==> config.mk <==
export PLATFORM = sky130hd
export DESIGN_NAME = pci_tgt_decode
export DESIGN_NICKNAME = d
export VERILOG_FILES = /design/src/rtl/pci_tgt_pkg.sv /design/src/rtl/pci_tgt_mode.sv /design/src/rtl/pci_tgt_regs.sv /design/src/rtl/pci_tgt_match.sv /design/src/rtl/pci_tgt_cmd.sv /design/src/rtl/pci_tgt_decode.sv
export SDC_FILE = /design/constraint.sdc
export NUM_CORES = 1
export LEC_CHECK = 0
export ABC_AREA = 1
export BUFFER_PORTS_ARGS = -buffer_cell sky130_fd_sc_hd__buf_4
export CAP_MARGIN = 10
export CORE_MARGIN = 2
export CORE_UTILIZATION = 55
export CTS_BUF_LIST = sky130_fd_sc_hd__clkbuf_2
export DETAILED_ROUTE_END_ITERATION = 16
export PLACE_DENSITY_LB_ADDON = 0.12
export SETUP_SLACK_MARGIN = 0.2
export SYNTH_ARGS = -nofsm -noshare
export SYNTH_HDL_FRONTEND = slang
export SYNTH_SLANG_ARGS = --single-unit
==> constraint.sdc <==
create_clock -name clk -period 5.4 [get_ports clk]
set_input_delay 0.54 -clock clk [delete_from_list [all_inputs] [get_ports clk]]
set_output_delay 0.54 -clock clk [all_outputs]
set_load 0.02 [all_outputs]
==> src/rtl/pci_tgt_pkg.sv <==
package pci_tgt_pkg;

   typedef enum logic [1:0] {
      RGN_NONE = 2'd0,
      RGN_CSR  = 2'd1,
      RGN_DRAM = 2'd2,
      RGN_SRAM = 2'd3
   } rgn_e;

   typedef enum logic [2:0] {
      SEL_CSR_BAR   = 3'd0,
      SEL_DRAM_BAR  = 3'd1,
      SEL_SRAM_BAR  = 3'd2,
      SEL_DRAM_MASK = 3'd3,
      SEL_SRAM_MASK = 3'd4,
      SEL_CLS       = 3'd5
   } rsel_e;

   localparam logic [3:0] CMD_MEM_RD    = 4'h6;
   localparam logic [3:0] CMD_MEM_WR    = 4'h7;
   localparam logic [3:0] CMD_MEM_RD_ML = 4'hC;
   localparam logic [3:0] CMD_MEM_RD_LN = 4'hE;
   localparam logic [3:0] CMD_MEM_WR_IV = 4'hF;

   localparam int NUM_RGN = 3;

   typedef struct packed {
      logic claim;
      logic is_wr;
      logic ext_rd;
   } cmd_info_t;

endpackage

==> src/rtl/pci_tgt_mode.sv <==
module pci_tgt_mode (
   input  logic clk,
   input  logic rst_n,
   input  logic boot_sel_i,
   output logic boot_mode_o,
   output logic cpu_rst_o
);

   logic captured_q;
   logic boot_q;
   logic cpu_rst_q;

   always_ff @(posedge clk or negedge rst_n) begin
      if (!rst_n) begin
         captured_q <= 1'b0;
         boot_q     <= 1'b0;
         cpu_rst_q  <= 1'b1;
      end else if (!captured_q) begin
         captured_q <= 1'b1;
         boot_q     <= boot_sel_i;
         cpu_rst_q  <= ~boot_sel_i;
      end
   end

   assign boot_mode_o = boot_q;
   assign cpu_rst_o   = cpu_rst_q;

endmodule

==> src/rtl/pci_tgt_regs.sv <==
module pci_tgt_regs
   import pci_tgt_pkg::*;
#(
   parameter int AW            = 32,
   parameter int STRAP_W       = 2,
   parameter int CSR_LOG2      = 20,
   parameter int DRAM_MIN_LOG2 = 24,
   parameter int SRAM_MIN_LOG2 = 20,
   parameter int CLS_W         = 8,
   parameter int CLS_RESET     = 8
) (
   input  logic                        clk,
   input  logic                        rst_n,
   input  logic                        boot_mode_i,
   input  logic [STRAP_W-1:0]          strap_dwin_i,
   input  logic [STRAP_W-1:0]          strap_swin_i,
   input  logic                        reg_wr_i,
   input  logic [2:0]                  reg_sel_i,
   input  logic [AW-1:0]               reg_wdata_i,
   output logic [AW-1:0]               reg_rdata_o,
   output logic [NUM_RGN-1:0][AW-1:0]  bar_o,
   output logic [NUM_RGN-1:0][AW-1:0]  mask_o,
   output logic [CLS_W-1:0]            cls_o
);

   localparam int NUM_MEM = 2;

   function automatic logic [AW-1:0] win_mask(input int unsigned lg);
      return {AW{1'b1}} << lg;
   endfunction

   logic [NUM_RGN-1:0][AW-1:0] bar_q;
   logic [NUM_MEM-1:0][AW-1:0] mreg_q;
   logic [NUM_MEM-1:0][AW-1:0] strap_mask;
   logic [NUM_MEM-1:0][AW-1:0] reset_mask;
   logic [CLS_W-1:0]           cls_q;

   assign strap_mask[0] = win_mask(DRAM_MIN_LOG2 + int'(strap_dwin_i));
   assign strap_mask[1] = win_mask(SRAM_MIN_LOG2 + int'(strap_swin_i));
   assign reset_mask[0] = win_mask(DRAM_MIN_LOG2);
   assign reset_mask[1] = win_mask(SRAM_MIN_LOG2);

   assign mask_o[0] = win_mask(CSR_LOG2);

   for (genvar m = 0; m < NUM_MEM; m++) begin : g_mem_mask
      logic sel_hit;
      assign sel_hit     = (reg_sel_i == (SEL_DRAM_MASK + 3'(m)));
      assign mask_o[m+1] = boot_mode_i ? mreg_q[m] : strap_mask[m];

      always_ff @(posedge clk or negedge rst_n) begin
         if (!rst_n) begin
            mreg_q[m] <= reset_mask[m];
         end else if (reg_wr_i && sel_hit && boot_mode_i) begin
            mreg_q[m] <= reg_wdata_i;
         end
      end
   end

   for (genvar r = 0; r < NUM_RGN; r++) begin : g_bar
      logic sel_hit;
      assign sel_hit  = (reg_sel_i == (SEL_CSR_BAR + 3'(r)));
      assign bar_o[r] = bar_q[r] & mask_o[r];

      always_ff @(posedge clk or negedge rst_n) begin
         if (!rst_n) begin
            bar_q[r] <= '0;
         end else if (reg_wr_i && sel_hit) begin
            bar_q[r] <= reg_wdata_i & mask_o[r];
         end
      end
   end

   always_ff @(posedge clk or negedge rst_n) begin
      if (!rst_n) begin
         cls_q <= CLS_W'(CLS_RESET);
      end else if (reg_wr_i && reg_sel_i == SEL_CLS) begin
         cls_q <= reg_wdata_i[CLS_W-1:0];
      end
   end

   assign cls_o = cls_q;

   always_comb begin
      reg_rdata_o = '0;
      case (reg_sel_i)
         SEL_CSR_BAR:   reg_rdata_o = bar_o[0];
         SEL_DRAM_BAR:  reg_rdata_o = bar_o[1];
         SEL_SRAM_BAR:  reg_rdata_o = bar_o[2];
         SEL_DRAM_MASK: reg_rdata_o = mask_o[1];
         SEL_SRAM_MASK: reg_rdata_o = mask_o[2];
         SEL_CLS:       reg_rdata_o = {{(AW-CLS_W){1'b0}}, cls_q};
         default:       reg_rdata_o = '0;
      endcase
   end

endmodule

==> src/rtl/pci_tgt_match.sv <==
module pci_tgt_match #(
   parameter int AW = 32
) (
   input  logic [AW-1:0] addr_i,
   input  logic [AW-1:0] bar_i,
   input  logic [AW-1:0] mask_i,
   output logic          hit_o,
   output logic [AW-1:0] offset_o
);

   assign hit_o    = ((addr_i ^ bar_i) & mask_i) == '0;
   assign offset_o = addr_i & ~mask_i;

endmodule

==> src/rtl/pci_tgt_cmd.sv <==
module pci_tgt_cmd
   import pci_tgt_pkg::*;
(
   input  logic [3:0] cmd_i,
   input  logic       lock_i,
   output cmd_info_t  info_o
);

   logic known;

   always_comb begin
      known         = 1'b0;
      info_o.is_wr  = 1'b0;
      info_o.ext_rd = 1'b0;
      case (cmd_i)
         CMD_MEM_RD:    known = 1'b1;
         CMD_MEM_RD_ML,
         CMD_MEM_RD_LN: begin
            known         = 1'b1;
            info_o.ext_rd = 1'b1;
         end
         CMD_MEM_WR,
         CMD_MEM_WR_IV: begin
            known        = 1'b1;
            info_o.is_wr = 1'b1;
         end
         default:       known = 1'b0;
      endcase
      info_o.claim = known & ~lock_i;
   end

endmodule

==> src/rtl/pci_tgt_decode.sv <==
module pci_tgt_decode
   import pci_tgt_pkg::*;
#(
   parameter int AW            = 32,
   parameter int STRAP_W       = 2,
   parameter int CSR_LOG2      = 20,
   parameter int DRAM_MIN_LOG2 = 24,
   parameter int SRAM_MIN_LOG2 = 20,
   parameter int CLS_W         = 8,
   parameter int CLS_RESET     = 8
) (
   input  logic               clk,
   input  logic               rst_n,
   input  logic               boot_sel_i,
   input  logic [STRAP_W-1:0] strap_dwin_i,
   input  logic [STRAP_W-1:0] strap_swin_i,
   input  logic               reg_wr_i,
   input  logic [2:0]         reg_sel_i,
   input  logic [AW-1:0]      reg_wdata_i,
   output logic [AW-1:0]      reg_rdata_o,
   input  logic               ap_valid_i,
   input  logic [AW-1:0]      ap_addr_i,
   input  logic [3:0]         ap_cmd_i,
   input  logic               ap_lock_i,
   output logic               hit_o,
   output logic [1:0]         region_o,
   output logic [AW-1:0]      offset_o,
   output logic               is_write_o,
   output logic [CLS_W-1:0]   burst_o,
   output logic               cpu_rst_o
);

   localparam int MAX_STRAP = (1 << STRAP_W) - 1;

   initial begin
      if (AW < 16 || AW > 64)
         $error("AW out of range");
      if (DRAM_MIN_LOG2 + MAX_STRAP >= AW)
         $error("DRAM strap range exceeds address width");
      if (SRAM_MIN_LOG2 + MAX_STRAP >= AW)
         $error("SRAM strap range exceeds address width");
      if (CSR_LOG2 < 4 || CSR_LOG2 >= AW)
         $error("CSR window out of range");
      if (CLS_W < 1 || CLS_W > AW || CLS_RESET >= (1 << CLS_W))
         $error("cache line size width or reset value invalid");
   end

   logic                       boot_mode;
   logic [NUM_RGN-1:0][AW-1:0] bar;
   logic [NUM_RGN-1:0][AW-1:0] mask;
   logic [CLS_W-1:0]           cls;
   cmd_info_t                  info;
   logic [NUM_RGN-1:0]         rgn_hit;
   logic [NUM_RGN-1:0][AW-1:0] rgn_off;

   pci_tgt_mode u_mode (
      .clk         (clk),
      .rst_n       (rst_n),
      .boot_sel_i  (boot_sel_i),
      .boot_mode_o (boot_mode),
      .cpu_rst_o   (cpu_rst_o)
   );

   pci_tgt_regs #(
      .AW            (AW),
      .STRAP_W       (STRAP_W),
      .CSR_LOG2      (CSR_LOG2),
      .DRAM_MIN_LOG2 (DRAM_MIN_LOG2),
      .SRAM_MIN_LOG2 (SRAM_MIN_LOG2),
      .CLS_W         (CLS_W),
      .CLS_RESET     (CLS_RESET)
   ) u_regs (
      .clk          (clk),
      .rst_n        (rst_n),
      .boot_mode_i  (boot_mode),
      .strap_dwin_i (strap_dwin_i),
      .strap_swin_i (strap_swin_i),
      .reg_wr_i     (reg_wr_i),
      .reg_sel_i    (reg_sel_i),
      .reg_wdata_i  (reg_wdata_i),
      .reg_rdata_o  (reg_rdata_o),
      .bar_o        (bar),
      .mask_o       (mask),
      .cls_o        (cls)
   );

   pci_tgt_cmd u_cmd (
      .cmd_i  (ap_cmd_i),
      .lock_i (ap_lock_i),
      .info_o (info)
   );

   for (genvar r = 0; r < NUM_RGN; r++) begin : g_match
      pci_tgt_match #(.AW(AW)) u_match (
         .addr_i   (ap_addr_i),
         .bar_i    (bar[r]),
         .mask_i   (mask[r]),
         .hit_o    (rgn_hit[r]),
         .offset_o (rgn_off[r])
      );
   end

   rgn_e             sel_rgn;
   logic [AW-1:0]    sel_off;
   logic [CLS_W-1:0] sel_burst;
   logic             claim_now;

   always_comb begin
      sel_rgn = RGN_NONE;
      sel_off = '0;
      if (rgn_hit[0]) begin
         sel_rgn = RGN_CSR;
         sel_off = rgn_off[0];
      end else if (rgn_hit[1]) begin
         sel_rgn = RGN_DRAM;
         sel_off = rgn_off[1];
      end else if (rgn_hit[2]) begin
         sel_rgn = RGN_SRAM;
         sel_off = rgn_off[2];
      end
   end

   always_comb begin
      sel_burst = CLS_W'(1);
      if (info.ext_rd && sel_rgn == RGN_SRAM && cls != '0)
         sel_burst = cls;
   end

   assign claim_now = ap_valid_i && info.claim && (sel_rgn != RGN_NONE);

   always_ff @(posedge clk or negedge rst_n) begin
      if (!rst_n) begin
         hit_o      <= 1'b0;
         region_o   <= RGN_NONE;
         offset_o   <= '0;
         is_write_o <= 1'b0;
         burst_o    <= '0;
      end else if (claim_now) begin
         hit_o      <= 1'b1;
         region_o   <= sel_rgn;
         offset_o   <= sel_off;
         is_write_o <= info.is_wr;
         burst_o    <= sel_burst;
      end else begin
         hit_o      <= 1'b0;
         region_o   <= RGN_NONE;
         offset_o   <= '0;
         is_write_o <= 1'b0;
         burst_o    <= '0;
      end
   end

endmodule

Yosys cells after proc, flatten, opt, wreduce, memory -nomap -nowiden
Cells that the tools add are included.
W data, S select, Z words.
- add/subtract/negate cells: 2
- multipliers: 0
- divide/modulo/power cells: 0
- magnitude comparators: 0
- equal/unequal tests: 11
- shift operators: 2
- multiplexer cells: 18
- bitwise gates (word level): 16
- reduce and logical (&&, ||, !) cells: 21
- operator list (kind ; count):
    $and A32 B32 Y32 ; 8
    $mux W32 ; 6
    $pmux W32 S6 ; 1
    $logic_not A32 Y1 ; 3
    $xor A32 B32 Y32 ; 3
    $not A32 Y32 ; 2
    $shl A32 B32 Y32 const A ; 2
    $mux W8 ; 2
    $add A5 B2 Y6 const A ; 2
    $eq A4 B4 Y1 const B ; 3
    $logic_and A1 B1 Y1 ; 12
    $eq A4 B3 Y1 const B ; 2
    $mux W2 ; 4
    $reduce_bool A8 Y1 ; 1
    $eq A3 B2 Y1 const B ; 2
    $eq A3 B3 Y1 const B ; 2
    $mux W1 ; 5
    $reduce_or A5 Y1 ; 1
    $reduce_or A2 Y1 ; 2
    $eq A3 B1 Y1 const B ; 1
    $logic_not A3 Y1 ; 1
    $eq A2 B2 Y1 const B ; 1
    $not A1 Y1 ; 2
    $reduce_bool A2 Y1 ; 1
    $and A1 B1 Y1 ; 1
- register bits after elaboration: 195
- latch bits: 0
- bits in writable memories: 0
- ROM bits: 0
- bits of input ports: 81
- output and inout bits: 77
- word-level logic and storage cells: 84
- memories kept: 0

Logic depth before layout (Yosys ltp)
- word-level depth: 15
- gate-level depth with buffers: 17
- depth with buffers taken out: 15

Cells and area by module
A second synthesis with hierarchy kept.
- cells, all modules: 2015
- area total of the unflattened synthesis: 13015.0 um2
- modules (own cells, without submodules) (module ; times used ; cells each ; area an instance (um2) ; seq. area each (um2)):
    pci_tgt_regs ; 1 ; 1077 ; 7985.2 ; 3729.8
    pci_tgt_match ; 3 ; 226 ; 888.4 ; 0.0
    pci_tgt_decode ; 1 ; 241 ; 2213.4 ; 1101.1
    pci_tgt_mode ; 1 ; 10 ; 103.8 ; 76.3
    pci_tgt_cmd ; 1 ; 9 ; 47.5 ; 0.0

Worst setup path before layout
Ideal clock, no wire load.
- path kind: input-to-output
- start point: in reg_sel_i[2]
- end point: out reg_rdata_o[2]
- data arrival time: 1922 ps
- required time: 4860 ps
- path slack: 2938 ps
- stages: 7
- buffers on the path: 2
- cells stage by stage: inv_1 nand3_1 inv_1 clkbuf_1 clkbuf_1 a21oi_1 o21ai_0
- longest elaborated chain between the ends: 2
- elaborated cells on any way between the ends: 7
- those cells by class: 5 x eq/ne; 1 x mux; 1 x reduce/logical
- ends and longest elaborated chain (element ; line ; source):
    from (decl) ; pci_tgt_decode.sv:18 ; input logic [2:0] reg_sel_i,
    $eq A3 B3 Y1 (tied with other cells) ; pci_tgt_regs.sv:85 ; case (reg_sel_i)
    $pmux W32 S6 * ; pci_tgt_regs.sv:85 ;
    to (decl) ; pci_tgt_decode.sv:20 ; output logic [AW-1:0] reg_rdata_o,
Mark *: on every way between the ends. The rest lies on a longest branch, timed or not.

Final worst setup path
- start point: in reg_sel_i[2]
- end point: out reg_rdata_o[31]
The elaborated chain is that of the path after synthesis.

==> impl_results.md <==
* Status: finished, final reports clean
* Drt wl/cell at 16.50 um
* Post-synthesis sequential area ratio at 44.64%
* Post-Syn Instances at 1602
* Number of global-route vias before repair at 10701
* Syn_area_per_cell at 6.862 um2
* CP max FO at 25
* Fill cells at 1769
* Row Count at 51
* H-tree Lvls at 4
* Critical path launch point type: input pin
* Fraction of layout cells with a size suffix above 1 at 13.42%
* Area of the multi-input gates at 0.004791 mm2
* DR vias at 11243
* Sequential Area at 0.004908 mm2
* Largest net degree at the start of global routing at 118
* Number of buffers added on ports at 157
* Drt pass-1 iters at 9
* Hold_buf cts at 48
* Clk_skew at 51.22 ps
* Die Width at 145.4 um
* Total Routing Usage GR at 32.54%
* Final-stage net count at 1857
* Final setup TNS at 0 ps
* Final hold viol count at 0
* Core Footprint at 0.01953 mm2
* HP Class: in -> reg
* Worst EP arrival at 3150 ps
* PD cells at 278.0 mW/mm2
* Most frequent cells in the layout: nand2_1 (475), inv_1 (265), nand3_1 (179)
* Final setup viols at 0
* Pwr Total at 3.653 mW
* Worst-skew pair later-pin latency at 800 ps
* Gr ovfl total at 0
* Max-cap violations at 0
* Mapped cell area at 0.01099 mm2
* Distinct cells, synth at 30
* DR vias/cell at 5.468
* CTS tree: done
* CP Class: in -> out
* I/O pin total at 158
* Clock root cell: clkbuf_2
* Initial antenna violation count at 1
* Die ar. at 0.02113 mm2
* GP Congestion at 0.9123
* Slew Viols, Final at 0
* Max Root-Sink Buffers at 2
* Final period util at 68.38%
* Commonest non-fill, non-tap cell in the layout: nand2_1
* Tmin final at 3693 ps
* Post-route ant nets at 0
* DRC viols at 0
* CTS sink count at 195
* Dpl hpwl at 22200 um
* P_leak at 6.900 nW
* Endpoint type of the worst setup path: primary output
* R2R cell count at 14
* Initial core utilization at 56.30%
* Slew headroom at 24.00%
* RSZ-0062 raised after global routing: false
* WL final at 33930 um
* Fmax at 270.8 MHz
* Hold Path Stages at 5
* Synth warnings at 0
* Hold Slack at 131.1 ps
* Max VDD drop at 0.2176 mV
* Synth Register Bits at 195
* Chip height at 145.4 um
* Syn nets at 1683
* Clock transition at path regs at 260 ps
* Post_cts resized at 0
* First-pass GRT wire length at 54860 um
* Clock buffer count from CTS at 17
* Worst slew pin tran at 1133 ps
* Required @ worst endpoint at 4860 ps
* Layout Area Growth over Synthesis at 19.54%
* Initial drt markers at 1147
* Postcts setup bufs at 0
## kinds of logic (layout without fill, tap and decap cells)
kind of cell           after synthesis  in the layout  synth area share, %
flip-flops                         195            195                44.64
AND/OR/NAND/NOR                    789            789                29.57
other                                1              3              0.03411
XOR/XNOR                            12             12               0.9561
buffers and inverters              340            527                11.96
AO/OA/AOI/OAI                      265            265                12.84
## power breakdown
group	switching, mW	internal (mW)	leakage (nW)	total, mW
clock network	0.519	0.351	0.170	0.870
logic	0.589	0.326	4.21	0.914
registers	0.165	1.70	2.52	1.87
total	1.27	2.38	6.90	3.65
## path summary, 6_finish.rpt
kind                               startpoint                 to  slack [ps]
max                              reg_sel_i[2]    reg_rdata_o[31]        1710
min                              ap_addr_i[6]        offset_o[6]         130
max reg2reg                u_mode.boot_mode_o         burst_o[1]        1800
min reg2reg                 u_regs.mreg_q[31]  u_regs.mreg_q[31]         510
max in group asynchronous               rst_n       offset_o[10]        3730
min in group asynchronous               rst_n       offset_o[30]         370
## sequential cells by signal, summed over array words and instances (netlist names)
name / cells
burst_o: 8
hit_o: 1
is_write_o: 1
offset_o: 32
region_o: 2
u_mode.boot_mode_o: 1
u_mode.captured_q: 1
u_mode.cpu_rst_o: 1
u_regs.bar_o: 12
u_regs.bar_q: 64
u_regs.cls_o: 8
u_regs.mreg_q: 64
## layout make-up
class                           instances  share of cell area (%)
Clock inverter                         14                   1.590
Sequential cell                       195                   37.35
Clock buffer                           18                  0.6855
Multi-Input combinational cell       1067                   36.46
Antenna cell                            2                 0.03808
Timing Repair Buffer                  219                   13.47
Inverter                              276                   7.883
Tap cell                              265                   2.523
## per-layer routing
metal	vias to the layer above	part of all wire, %	GRT usage, %
met5	-	0	0
met4	0	3.3	13.28
met3	91	11	6.207
met2	616	46	51.80
met1	5152	40	44.13
li1	5384	-	-
## cell usage after synthesis, drive strengths merged
cell type	n	area [um2]
conb	1	3.750
clkbuf	48	180.2
nor4	2	12.51
o221ai	10	87.58
dfrtp	173	4329
o22ai	12	75.07
nand3b	2	15.01
xnor2	6	52.55
a21oi	54	270.3
nand4	16	100.1
nand2	479	1803
o21a	1	7.510
o21ai	176	880.8
clkinv	3	11.26
a22oi	9	67.56
buf	16	98.85
nor2	109	414.2
dfstp	22	578.1
nand3	179	895.9
nor3	2	10.01
inv	273	1025
o211ai	2	15.01
xor2	6	52.55
a21boi	1	7.510
## through the flow
step	cells	setup slack [ps]	utilization, %	area (um2)
2_1_floorplan	1602	2938	-	10990
3_3_place_gp	1974	1838	63.28	12360
3_5_place_dp	1974	1811	63.28	12360
4_1_cts	2054	1807	67.28	13140
5_1_grt	2056	1503	67.30	13140
6_report	2056	1707	67.30	13140
## worst max-delay path, stage by stage
cell and delay, ps:
buf_4 90, inv_1 60, nand3_1 470, clkinv_1 1080, a21oi_1 440, o221ai_1 230
buf_4 220
Power figures use the tool's default switching activity.
